### src/rtl/dtag_pkg.sv
package dtag_pkg;
  typedef enum logic [2:0] {
    DST_INV  = 3'd0,
    DST_CSHR = 3'd1,
    DST_NCEC = 3'd2,
    DST_NCED = 3'd3,
    DST_CEC  = 3'd4,
    DST_CED  = 3'd5,
    DST_BAD  = 3'd7
  } dst_e;

  localparam logic [4:0] ENC_INV  = 5'h00;
  localparam logic [4:0] ENC_CSHR = 5'h0F;
  localparam logic [4:0] ENC_NCEC = 5'h13;
  localparam logic [4:0] ENC_NCED = 5'h19;
  localparam logic [4:0] ENC_CEC  = 5'h16;
  localparam logic [4:0] ENC_CED  = 5'h1C;
endpackage

### src/rtl/dtag_state_dec.sv
module dtag_state_dec
  import dtag_pkg::*;
#(
  parameter int ST_W = 5
) (
  input  logic [ST_W-1:0] st_i,
  output dst_e            code_o,
  output logic            legal_o
);
  always_comb begin
    legal_o = 1'b1;
    unique case (st_i)
      ENC_INV:  code_o = DST_INV;
      ENC_CSHR: code_o = DST_CSHR;
      ENC_NCEC: code_o = DST_NCEC;
      ENC_NCED: code_o = DST_NCED;
      ENC_CEC:  code_o = DST_CEC;
      ENC_CED:  code_o = DST_CED;
      default: begin
        code_o  = DST_BAD;
        legal_o = 1'b0;
      end
    endcase
  end
endmodule

### src/rtl/dtag_parity.sv
module dtag_parity #(
  parameter int TL_W   = 64,
  parameter int HI_MSB = 39,
  parameter int SPLIT  = 26,
  parameter int LO_LSB = 13,
  parameter int P1_BIT = 11,
  parameter int P0_BIT = 10
) (
  input  logic [TL_W-1:0] tag_lo_i,
  output logic            mism_hi_o,
  output logic            mism_lo_o
);
  logic sum_hi, sum_lo;

  // even parity over each tag slice, compared to its stored bit
  assign sum_hi    = ^tag_lo_i[HI_MSB:SPLIT];
  assign sum_lo    = ^tag_lo_i[SPLIT-1:LO_LSB];
  assign mism_hi_o = sum_hi ^ tag_lo_i[P1_BIT];
  assign mism_lo_o = sum_lo ^ tag_lo_i[P0_BIT];
endmodule

### src/rtl/dtag_lru_dec.sv
module dtag_lru_dec #(
  parameter int WAYS  = 4,
  parameter int WAY_W = $clog2(WAYS)
) (
  input  logic [WAYS*WAY_W-1:0]     field_i,
  output logic [WAYS-1:0][WAY_W-1:0] way_o
);
  for (genvar k = 0; k < WAYS; k++) begin : g_way
    assign way_o[k] = field_i[k*WAY_W +: WAY_W];
  end
endmodule

### src/rtl/dtag_check.sv
module dtag_check
  import dtag_pkg::*;
#(
  parameter int TH_W     = 32,
  parameter int TL_W     = 64,
  parameter int IDX_W    = 13,
  parameter int PA_W     = 40,
  parameter int WAYS     = 4,
  parameter int ST_LSB   = 25,
  parameter int ST_W     = 5,
  parameter int LRU_LSB  = 14,
  parameter int PAR_SPLIT = 26,
  parameter int SET_LSB  = 6,
  parameter int SET_W    = 6,
  parameter int BANK_LO  = 5,
  localparam int WAY_W   = $clog2(WAYS),
  localparam int LRU_W   = WAYS * WAY_W
) (
  input  logic                  clk_i,
  input  logic                  rst_ni,
  input  logic                  valid_i,
  input  logic [TH_W-1:0]       tag_hi_i,
  input  logic [TL_W-1:0]       tag_lo_i,
  input  logic [IDX_W-1:0]      set_addr_i,
  output logic                  valid_o,
  output logic                  state_err_o,
  output logic                  addr_err_o,
  output logic [2:0]            state_o,
  output logic [PA_W-1:0]       paddr_o,
  output logic [LRU_W-1:0]      lru_way_o,
  output logic [1:0]            bank_o,
  output logic [SET_W-1:0]      set_o
);
  dst_e                       code;
  logic                       legal, mism_hi, mism_lo;
  logic [WAYS-1:0][WAY_W-1:0] ways;

  dtag_state_dec #(.ST_W(ST_W)) u_state (
    .st_i    (tag_hi_i[ST_LSB +: ST_W]),
    .code_o  (code),
    .legal_o (legal)
  );

  dtag_parity #(
    .TL_W(TL_W), .HI_MSB(PA_W-1), .SPLIT(PAR_SPLIT), .LO_LSB(IDX_W),
    .P1_BIT(11), .P0_BIT(10)
  ) u_par (
    .tag_lo_i  (tag_lo_i),
    .mism_hi_o (mism_hi),
    .mism_lo_o (mism_lo)
  );

  dtag_lru_dec #(.WAYS(WAYS), .WAY_W(WAY_W)) u_lru (
    .field_i (tag_hi_i[LRU_LSB +: LRU_W]),
    .way_o   (ways)
  );

  always_ff @(posedge clk_i or negedge rst_ni) begin
    if (!rst_ni) begin
      valid_o     <= 1'b0;
      state_err_o <= 1'b0;
      addr_err_o  <= 1'b0;
      state_o     <= '0;
      paddr_o     <= '0;
      lru_way_o   <= '0;
      bank_o      <= '0;
      set_o       <= '0;
    end else begin
      valid_o <= valid_i;
      if (valid_i) begin
        state_err_o <= ~legal;
        addr_err_o  <= legal & (mism_hi | mism_lo); // skipped on bad state
        state_o     <= code;
        paddr_o     <= {tag_lo_i[PA_W-1:IDX_W], set_addr_i};
        lru_way_o   <= ways;
        bank_o      <= {set_addr_i[IDX_W-1], set_addr_i[BANK_LO]};
        set_o       <= set_addr_i[SET_LSB +: SET_W];
      end
    end
  end

  // illegal state never reports an address error
  assert_no_addr_on_bad_state_R4: assert property (@(posedge clk_i) disable iff (!rst_ni)
    state_err_o |-> !addr_err_o);

  // state error and illegal code agree
  assert_bad_code_R3: assert property (@(posedge clk_i) disable iff (!rst_ni)
    state_err_o == (state_o == 3'(DST_BAD)));

  assert_one_cycle_R10: assert property (@(posedge clk_i) disable iff (!rst_ni)
    valid_i |=> valid_o);

  assert_no_spurious_R10: assert property (@(posedge clk_i) disable iff (!rst_ni)
    !valid_i |=> !valid_o);

  assert_hold_R11: assert property (@(posedge clk_i) disable iff (!rst_ni)
    !valid_i |=> ($stable(paddr_o) && $stable(state_o) && $stable(lru_way_o)
                  && $stable(addr_err_o) && $stable(state_err_o)));
endmodule

### config.mk
export PLATFORM = sky130hd
export DESIGN_NAME = dtag_check
export DESIGN_NICKNAME = d
export VERILOG_FILES = /design/src/rtl/dtag_pkg.sv /design/src/rtl/dtag_state_dec.sv /design/src/rtl/dtag_parity.sv /design/src/rtl/dtag_lru_dec.sv /design/src/rtl/dtag_check.sv
export SDC_FILE = /design/constraint.sdc
export NUM_CORES = 1
export LEC_CHECK = 0
export CAP_MARGIN = 10
export CORE_MARGIN = 3
export CORE_UTILIZATION = 45
export DETAILED_ROUTE_END_ITERATION = 10
export DONT_BUFFER_PORTS = 1
export PLACE_DENSITY_LB_ADDON = 0.15
export SYNTH_ARGS = -nofsm -noshare
export SYNTH_HDL_FRONTEND = slang
export SYNTH_SLANG_ARGS = --single-unit
### constraint.sdc
create_clock -name clk_i -period 1.53 [get_ports clk_i]
set_input_delay 0.306 -clock clk_i [delete_from_list [all_inputs] [get_ports clk_i]]
set_output_delay 0.306 -clock clk_i [all_outputs]
set_load 0.005 [all_outputs]
==> results.md <==
- H-tree depth: 2
- Slowest-stage cell, CP: xnor3_1
- Metal2 WL: around 2400 um
- Leading cell type in the layout, fill and taps excluded: dfrtp_1
- Util after Layout: 0.495
- Leakage: 1.06 nW
- Seq cells post-synth: 54
- Relative slew slack: 0.854
- Routed vias: approximately 1300
- Slew @ Worst Pin: between 0.2 and 0.25 ns
- Post-DR wirelength/cell: between 15 and 20 um
- Fmax: between 800 and 900 MHz
- Antenna cells: 0
- Sequential area share after synthesis: 0.551
- Ys Warns: 0
- Rows: 26
- Fin. Hold Viols: 54
- Post-CTS sizing: 0
- Post-Syn Nets: 286
- DR pass1 iterations: 4
- Final #Nets: roughly 280
- Minimum hold slack: -0.309 ns
- Setup WS pre-CTS: -0.0307 ns
- Port bufs: 0
- Critical path class: in -> reg
- I/O Pins: 174
- Post-Syn Area: about 2500 um2
- Post-CTS setup buffers: 0
- Initial antenna violation count: 0
- Share of layout cells above drive strength 1: 0.355
- Die area: between 6000 and 7000 um2
- Post-DP HPWL: roughly 3400 um
- Total power: around 0.0029 W
- DR top layer: met4
- Unrepaired setup endpoints after global routing: no
- Avg Vias per Cell: roughly 5.5
- Syn_area_per_cell: 14.1 um2
- Fillcell total: 440
- Critical Path AT: roughly 1.5 ns
- Clock slew at reported path FFs: ~0.090 ns
- CTS max path bufs: 2
- Peak supply drop: 399 uV
- Core area: between 5000 and 6000 um2
- Gate Count Post-Synth: around 170
- Setup violation total in the final timing report: 0
- Height of the die: between 70 and 80 um
- CP required: about 1.7 ns
- Met3 routed WL: between 600 and 700 um
- Slowest stage delay, CP: between 0.4 and 0.5 ns
- Crit-path most repeated cell: xnor3_1
- Kind of end point of the critical path: flop
- CTS tree: built
- Most frequent cells in the layout: dfrtp_1, mux2_2, xnor2_1
- FF-to-FF Start: paddr_o[7]
- GR Overflow Total: 0
- Pin count of the biggest net entering global routing: 55
- Period utilization: 0.815
- Root Driver: clkbuf_8
- Metal-1 WL: ~1500 um
- Sink Count: 54
- Final wirelength: about 4600 um
- Pwr per Cell Area: about 1100 nW/um2
- Max cap viols: 0
- Syn-to-layout area delta: 4.39%
- Slew Limit Fails: 0
- Routed Antenna Nets: 0
- Clock Latency Late Sink: 0.29 ns
- Final Skew: 0 ns
- Global-route wire length before repair: approximately 7300 um
- Status: complete, but fails checks
- Cell Chain, Critical Path: xor2_1, xnor3_1, xnor3_1, nor2_1, o31ai_2
- Global placement routability congestion: between 0.7 and 0.8
- Startpoint types: input port
- DRC: 0
- GRT Overall Usage: 0.149
- Inserted Clock Buffers: 5
- Die span in x: around 80 um
- Tmin final: 1.25 ns
- Starting density of the core: 0.474
- Worst-path fanout max: 2
- Vias in the first global route: approximately 1500
- Failing checks: hold timing
- First DRT Iteration DRCs: 38
- Hold Path Class: in -> async
- Yosys cell types: 25
- Final WS setup: around 0.28 ns
- Crit path launch: tag_lo_i[20]
[synth_stat cells]
| library cell | n | share of area |
|---|---|---|
| xnor3_1 | 5 | 0.046 |
| a211oi_1 | 1 | 0.0031 |
| inv_1 | 2 | 0.0031 |
| and3b_1 | 1 | 0.0036 |
| xnor2_1 | 17 | 0.061 |
| nor3b_1 | 1 | 0.0031 |
| nand3_1 | 2 | 0.0041 |
| nor2_1 | 4 | 0.0061 |
| clkbuf_2 | 1 | 0.0020 |
| clkbuf_1 | 8 | 0.012 |
| o31ai_2 | 1 | 0.0051 |
| a21o_1 | 1 | 0.0031 |
| nand2b_1 | 1 | 0.0026 |
| a31oi_1 | 1 | 0.0026 |
| or4_1 | 1 | 0.0031 |
| nor2b_1 | 1 | 0.0026 |
| nand2_1 | 2 | 0.0031 |
| buf_4 | 8 | 0.025 |
| mux2_2 | 50 | 0.23 |
| or3_1 | 1 | 0.0026 |
| a21oi_1 | 3 | 0.0061 |
| dfrtp_1 | 54 | 0.55 |
| xor2_1 | 2 | 0.0071 |
| o22ai_1 | 1 | 0.0026 |
| o21ai_0 | 5 | 0.010 |
[worst max-delay path: cells and delay by family]
family / cells / cell delay, ns
and+or+nand+nor: 1 / 0.06
xor gates and xnor gates: 3 / 0.94
AOI/OAI and AO/OA: 1 / 0.16
[power by group]
group	internal, W	switching, W
logic	0.000270	0.000110
clock network	0.000415	0.000434
registers	0.00157	0.000126
[worst paths after layout]
kind | slack (ns) | end | depth (start not counted)
setup / recovery | 0.28 | addr_err_o | 5
hold / removal | -0.31 | paddr_o[16] | 0
setup reg to reg | 0.71 | paddr_o[7] | 1
hold reg to reg | 0.54 | paddr_o[21] | 1
max in group asynchronous | 1.73 | state_o[1] | 0
min in group clk_i | 0.09 | state_o[0] | 1
[layout make-up]
| type | count | area (um2) | area share |
|---|---|---|---|
| clock buffers | 7 | 96.3 | 0.0377 |
| clock inverters | 1 | 8.76 | 0.00342 |
| inverters | 2 | 7.51 | 0.00293 |
| multi-input cells | 101 | 997 | 0.390 |
| flip-flops and latches | 54 | 1350 | 0.528 |
| well taps | 70 | 87.6 | 0.0342 |
| repair buffers | 1 | 10.0 | 0.00391 |
[metrics by stage]
step	area, um2	std cells	TNS, ns
finish	2560	236	0
global route	2560	236	0
CTS	2550	235	0
detailed placement	2440	227	-0.0307
global placement	2440	227	-0.0179
floorplan	2450	174	0
[layer usage]
metal / GRT usage / vias up
met3: 0.0779 / 7
met1: 0.156 / 644
li1: - / 568
met2: 0.258 / 83
met5: 0 / -
met4: 0.0439 / 0
[logic make-up after synthesis]
group	count (synthesis)	synth area share
DFF	54	0.551
muxes	50	0.230
xor gates and xnor gates	24	0.114
buffers and inverters	19	0.0419
and+or+nand+nor	14	0.0306
AOI/OAI and AO/OA	13	0.0327
[registers in the layout, summed over array words and instances, names as in the netlist]
signal,count
state_o,3
lru_way_o,8
valid_o,1
state_err_o,1
paddr_o,40
addr_err_o,1
(Power assumes the default switching activity.)
